## config.mk

```make
export PLATFORM = sky130hd
export DESIGN_NAME = pwm_evt_irq
export DESIGN_NICKNAME = d
export VERILOG_FILES = /design/src/rtl/pwm_evt_pkg.sv /design/src/rtl/pwm_evt_sel.sv /design/src/rtl/pwm_evt_prescale.sv /design/src/rtl/pwm_evt_flag.sv /design/src/rtl/pwm_evt_irq.sv
export SDC_FILE = /design/constraint.sdc
export NUM_CORES = 1
export LEC_CHECK = 0
export ABC_AREA = 1
export ABC_CLOCK_PERIOD_IN_PS = 1600
export BUFFER_PORTS_ARGS = -buffer_cell sky130_fd_sc_hd__buf_2
export CAP_MARGIN = 5
export CORE_AREA = 2 2 39 41
export CTS_CLUSTER_SIZE = 24
export DETAILED_ROUTE_END_ITERATION = 6
export DIE_AREA = 0 0 41 43
export PLACE_DENSITY = 0.56
export SLEW_MARGIN = 25
export SYNTH_ARGS = -nofsm -noshare
export SYNTH_HDL_FRONTEND = slang
export SYNTH_SLANG_ARGS = --single-unit
```

## constraint.sdc

```tcl
create_clock -name clk_i -period 1.6 [get_ports clk_i]
set_clock_uncertainty 0.15 [all_clocks]
set_input_delay 0.32 -clock clk_i [delete_from_list [all_inputs] [get_ports clk_i]]
set_output_delay 0.32 -clock clk_i [all_outputs]
set_load 0.005 [all_outputs]
```

## src/rtl/pwm_evt_pkg.sv

```systemverilog
package pwm_evt_pkg;
  localparam int unsigned SEL_W = 3;

  typedef enum logic [SEL_W-1:0] {
    SRC_RSV_LO = 3'b000,
    SRC_ZERO   = 3'b001,
    SRC_PRD    = 3'b010,
    SRC_RSV_HI = 3'b011,
    SRC_CA_UP  = 3'b100,
    SRC_CA_DN  = 3'b101,
    SRC_CB_UP  = 3'b110,
    SRC_CB_DN  = 3'b111
  } src_e;
endpackage

```

## src/rtl/pwm_evt_sel.sv

```systemverilog
module pwm_evt_sel
  import pwm_evt_pkg::*;
(
  input  logic             zero_i,
  input  logic             period_i,
  input  logic             cmpa_i,
  input  logic             cmpb_i,
  input  logic             dir_up_i,
  input  logic [SEL_W-1:0] src_sel_i,
  output logic             hit_o
);
  always_comb begin
    unique case (src_e'(src_sel_i))
      SRC_ZERO:  hit_o = zero_i;
      SRC_PRD:   hit_o = period_i;
      SRC_CA_UP: hit_o = cmpa_i & dir_up_i;
      SRC_CA_DN: hit_o = cmpa_i & ~dir_up_i;
      SRC_CB_UP: hit_o = cmpb_i & dir_up_i;
      SRC_CB_DN: hit_o = cmpb_i & ~dir_up_i;
      default:   hit_o = 1'b0;  // reserved codes
    endcase
  end
endmodule

```

## src/rtl/pwm_evt_prescale.sv

```systemverilog
module pwm_evt_prescale #(
  parameter int unsigned PRD_W = 2
) (
  input  logic             clk_i,
  input  logic             rst_ni,
  input  logic             hit_i,
  input  logic             en_i,
  input  logic [PRD_W-1:0] div_i,
  input  logic             flag_i,
  output logic             fire_o,
  output logic [PRD_W-1:0] cnt_o
);
  localparam int unsigned EXT_W = PRD_W + 1;

  logic [PRD_W-1:0] cnt_q, cnt_d;
  logic [EXT_W-1:0] cnt_inc;
  logic             active;

  assign active  = (div_i != '0);
  assign cnt_inc = EXT_W'(cnt_q) + EXT_W'(1);
  assign fire_o  = active & en_i & hit_i & ~flag_i & (cnt_inc >= EXT_W'(div_i));

  always_comb begin
    cnt_d = cnt_q;
    if (!active)                        cnt_d = '0;
    else if (fire_o)                    cnt_d = '0;
    else if (en_i && hit_i && cnt_q < div_i) cnt_d = cnt_inc[PRD_W-1:0];  // saturate at divider
  end

  always_ff @(posedge clk_i or negedge rst_ni) begin
    if (!rst_ni) cnt_q <= '0;
    else         cnt_q <= cnt_d;
  end

  assign cnt_o = cnt_q;
endmodule

```

## src/rtl/pwm_evt_flag.sv

```systemverilog
module pwm_evt_flag (
  input  logic clk_i,
  input  logic rst_ni,
  input  logic fire_i,
  input  logic clr_i,
  output logic flag_o
);
  logic flag_q;

  // firing wins over a simultaneous clear
  always_ff @(posedge clk_i or negedge rst_ni) begin
    if (!rst_ni)     flag_q <= 1'b0;
    else if (fire_i) flag_q <= 1'b1;
    else if (clr_i)  flag_q <= 1'b0;
  end

  assign flag_o = flag_q;
endmodule

```

## src/rtl/pwm_evt_irq.sv

```systemverilog
module pwm_evt_irq
  import pwm_evt_pkg::*;
#(
  parameter int unsigned PRD_W = 2
) (
  input  logic             clk_i,
  input  logic             rst_ni,
  input  logic             zero_i,
  input  logic             period_i,
  input  logic             cmpa_i,
  input  logic             cmpb_i,
  input  logic             dir_up_i,
  input  logic [SEL_W-1:0] src_sel_i,
  input  logic             en_i,
  input  logic [PRD_W-1:0] div_i,
  input  logic             clr_i,
  output logic             irq_o,
  output logic [PRD_W-1:0] evt_cnt_o
);
  logic hit;
  logic fire;
  logic flag;

  pwm_evt_sel u_sel (
    .zero_i   (zero_i),
    .period_i (period_i),
    .cmpa_i   (cmpa_i),
    .cmpb_i   (cmpb_i),
    .dir_up_i (dir_up_i),
    .src_sel_i(src_sel_i),
    .hit_o    (hit)
  );

  pwm_evt_prescale #(.PRD_W(PRD_W)) u_pre (
    .clk_i (clk_i),
    .rst_ni(rst_ni),
    .hit_i (hit),
    .en_i  (en_i),
    .div_i (div_i),
    .flag_i(flag),
    .fire_o(fire),
    .cnt_o (evt_cnt_o)
  );

  pwm_evt_flag u_flag (
    .clk_i (clk_i),
    .rst_ni(rst_ni),
    .fire_i(fire),
    .clr_i (clr_i),
    .flag_o(flag)
  );

  assign irq_o = flag;
endmodule

```

Word level (Yosys, flattened, before mapping):

Cells that the tools add are included.

* bits of input ports: 14
* output and inout port bits: 3
* register bits: 3
* word-level logic and storage cells: 32

* reduce and logical (&&, ||, !) cells: 4
* bitwise gates (word level): 10
* eq/ne operators: 7
* add/subtract/negate cells: 1
* magnitude comparators: 2
* mux-type cells: 6

Operators with widths (number)
* == test 3 bit, second input constant: 4
* bitwise AND 1 bit: 8
* 2-to-1 mux 2 bit: 3
* case mux 1 bit (6 select lines): 1
* nonzero test 2 bit: 2
* adder 2 x 1 -> 3 bit, second input constant: 1
* == test 3 x 1 -> 1 bit, second input constant: 1
* == test 3 x 2 -> 1 bit, second input constant: 1
* greater-or-equal comparator 3 x 2 -> 1 bit: 1
* inequality test 3 bit, second input constant: 1
* logical AND 1 bit: 2
* less-than comparator 2 bit: 1
* 2-to-1 mux 1 bit: 2
* NOT 1 bit: 2

Longest topological paths before layout:

* word-level depth: 8
* gate-level depth with buffers: 9
* gate-level depth less buffers: 9

Cells and area by module:

A second synthesis with hierarchy kept.

* cells, all modules: 57
* area total of the unflattened synthesis: 350.3 um^2

Modules (own cells, without submodules)
* pwm_evt_prescale: times used 1, cells an instance 36, area each 245.2 um^2
* pwm_evt_sel: times used 1, cells an instance 16, area each 65.1 um^2
* pwm_evt_flag: times used 1, cells an instance 5, area each 40.0 um^2

Worst setup path before layout:

Ideal clock, no wire load.

* path kind: register to register
* from: register u_pre.cnt_q[0], in the netlist u_pre.cnt_o[0]
* to: register u_pre.cnt_q[0], in the netlist u_pre.cnt_o[0]
* path buffers: 0
* data arrival time: 1.451 ns
* cell stages (with the launch flop): 9
* slack: -0.115 ns
* setup time: 0.115 ns
* cells stage by stage: dfrtp_1 > inv_1 > fa_1 > nor2_1 > nand2_1 > a21oi_1 > nand3_2 > nand2_2 > nor2_2

* longest elaborated chain between the ends: 5
* elaborated cells on any way between the ends: 9
* those cells by class: add/sub (1); order compare (2); eq/ne (1); mux (3); bitwise (1); reduce/logical (1)

Ends and longest elaborated chain
* start: declaration: RTL line pwm_evt_prescale.sv:15 `logic [PRD_W-1:0] cnt_q, cnt_d;`
* start signal: assignment: RTL line pwm_evt_prescale.sv:32 `else cnt_q <= cnt_d;`
* adder 2 x 1 -> 3 bit: RTL line pwm_evt_prescale.sv:20 `assign cnt_inc = EXT_W'(cnt_q) + EXT_W'(1);`
* greater-or-equal comparator 3 x 2 -> 1 bit: RTL line pwm_evt_prescale.sv:21 `assign fire_o = active & en_i & hit_i & ~flag_i & (cnt_inc >= EXT_W'(div_i));`
* bitwise AND 1 bit: RTL line pwm_evt_prescale.sv:21
* 2-to-1 mux 2 bit: RTL line pwm_evt_prescale.sv:26 `else if (fire_o) cnt_d = '0;`
* 2-to-1 mux 2 bit: RTL line pwm_evt_prescale.sv:25 `if (!active) cnt_d = '0;`

Several ways; a longest one is shown, not always the timed one. The select of a mux whose other input is x is not followed.
A chain may end at the register's enable or synchronous reset.

Worst setup path in the final report:

* from: register u_pre.cnt_q[1], in the netlist u_pre.cnt_o[1]
* to: register u_pre.cnt_q[0], in the netlist u_pre.cnt_o[0]

The elaborated chain is that of the path after synthesis.

==> metrics.yaml <==
status:
  status: "complete, but fails checks"
  violations: "setup timing"
sta:
  finalSetupTns_ps: -143.9
  max_freq_ghz: 0.5962
  finalSetupViolCount: 2
  hold_slack_ps: 98.16
  finalHoldViolCount: 0
  min_period_ps: 1677
  timing.final.ws_setup_ps: -77.24
  rsz0062_at_grt: "true"
  tightest_slew_ps: 174.3
  slew_headroom_pct: 88.38
  period_share_pct: 104.8
  maxSlewViolCount: 0
layout:
  final_common_cell: "buf_2"
  final_cell_mix: "buf_2, nand2_1, inv_1"
  postLayoutCellArea_sq_um: 506.7
  layout-drive-gt1-share_pct: 47.22
  fin_nets: 92
  syn_to_final_growth_pct: 48.90
  finalCoreUtilization_pct: 36.62
  n_antenna_cell: 0
power:
  switchingPower_mw: 0.1476
  p_leak_nw: 0.2915
  power.share.sequential_pct: 23.0
  swShare_pct: 35.88
  p_per_area_mw_per_mm2: 812.1
  peakVddDrop_v: 0.0001812
  p_int_mw: 0.2639
  p_clk_share_pct: 34.5
  share_comb_of_total_power_pct: 42.5
floorplan:
  die_y_microns: 43
  start_util_pct: 24.59
  core_area_sq_mm: 0.001384
  die_area_sq_mm: 0.001763
  die-width_microns: 41
  io_pins: 17
  rows: 14
clock_network:
  clock_sinks: 3
  cts_root_buf: "clkbuf_4"
  clk_latency_ps: 250
  path_clk_slew_ps: 40
  htree_num_levels: 1
  cts_setup_buffers: 0
  clockBufferDepth: 2
  numCtsBuffers: 3
  cts_tree: "done"
global_routing:
  grt_max_degree: 5
  grt_pass1_wl_mm: 1.297
  grt_pass1_vias: 350
  antenna_found_initial: 0
  grt.overflow.total: 0
  grtUsageTotal_pct: 11.43
logic_synthesis:
  synth_nets: 67
  yosys_warnings: 0
  syn_inst: 48
  synth_area_per_cell_sq_um: 7.090
  ys_seq_area_share_pct: 22.06
  synthesis.area_sq_um: 340.3
  ys_ff_latch: 3
  synth_cell_types: 17
routing:
  viasPerCell: 4.284
  drc: 0
  wire_per_inst_microns: 9.227
  ant_nets: 0
  num_vias: 377
  firstDrtPassIters: 2
  routed_wl_microns: 812
  drt_iter0_markers: 5
worst_setup_path:
  end_kind: "flop"
  crit_required_ps: 1580
  crit_type: "reg2reg"
  r2r_start: "u_pre.cnt_o[1]"
  startpoint_type: "flop"
  critPathMaxFanout: 2
  crit_arrival_ps: 1650
  crit_path_start: "u_pre.cnt_o[1]"
placed_design:
  gp_congestion: 0.6484
  placed_cell_area_sq_um: 466.7
  dpl.hpwl_microns: 704.8
  port_buffers: 16
hold_path:
  min_path_type: "in2reg"
  worstHoldStart: "clr_i"
run:
  cap_viol_max_count: 0
-- cell families after synthesis --
family,count (synthesis),synth area share [%]
simple gates,25,37.87
buf+inv,10,11.03
compound gates,5,8.454
fa+ha+maj,5,20.59
flops,3,22.06
-- final timing paths --
| path | slack, ps | endpoint | cells after the start |
|---|---|---|---|
| max | -80 | u_pre.cnt_o[0] | 8 |
| max reg2reg | -80 | u_pre.cnt_o[0] | 8 |
| min reg2reg | 400 | u_flag.flag_o | 2 |
| max in group asynchronous | 920 | u_pre.cnt_o[0] | 2 |
| min in group asynchronous | 250 | u_flag.flag_o | 2 |
| min | 100 | u_flag.flag_o | 2 |
-- metal layers --
| layer | vias to the layer above | wire length, microns | GRT usage [%] |
|---|---|---|---|
| met1 | 165 | 330 | 11.86 |
| li1 | 199 | - | - |
| met3 | 2 | 32 | 3.141 |
| met5 | - | 0 | 0 |
| met4 | 0 | 14 | 10.00 |
| met2 | 11 | 434 | 17.50 |
-- sequential cells by signal (all words and copies together) (netlist names) --
signal         flops
u_flag.flag_o      1
u_pre.cnt_o        2
-- cells in the mapped netlist (all sizes together) --
| master | instances | area (sq um) |
|---|---|---|
| o21ai | 1 | 5.000 |
| fa | 1 | 20.02 |
| nand4 | 2 | 12.51 |
| dfrtp | 3 | 75.07 |
| ha | 4 | 50.05 |
| a21oi | 4 | 23.77 |
| nand2 | 15 | 63.81 |
| or2 | 2 | 12.52 |
| nor2 | 2 | 10.01 |
| nand3 | 4 | 30.03 |
| inv | 10 | 37.53 |
-- repair_timing --
| item | CTS | global route |
|---|---|---|
| hold endpoints to repair | 3 | 0 |
| gates resized for setup | 1 | 1 |
| pin swaps | 6 | 0 |
| endpoints found under the setup margin | 3 | 3 |
| hold buffers | 1 | 0 |
-- power groups by stage --
stage          Sequential [mW]  Combinational [mW]  Clock [mW]
2_1_floorplan            0.102              0.0917           0
3_3_place_gp            0.0948               0.166           0
3_5_place_dp            0.0957               0.169           0
4_1_cts                 0.0951               0.173       0.150
5_1_grt                 0.0956               0.198       0.157
6_report                0.0948               0.175       0.142
-- through the flow --
stage,cells,worst slack (ps),total power [mW]
6_report,88,-77.24,0.4115
5_1_grt,88,-154.8,0.4498
4_1_cts,88,-81.98,0.4178
3_5_place_dp,83,-135.5,0.2645
3_3_place_gp,83,-136.0,0.2605
2_1_floorplan,48,-71.65,0.1932
-- worst max-delay path, stage by stage (launching register included) --
cell     delay [ps]
dfrtp_1         400
inv_2            60
fa_1            400
nor2_1          110
nand2_1          70
a21oi_2         140
nand3_2         100
nand2_2         100
nor2_2           40
-- final cells by class --
class                           instances  area [sq um]
Fill cell                             153         877.1
Multi-Input combinational cell         35         235.2
Timing Repair Buffer                   20         112.6
Sequential cell                         3         75.07
Inverter                               10         37.54
Clock buffer                            4         26.28
Tap cell                               16         20.02
Note: power is estimated with default switching activity, not from simulation.
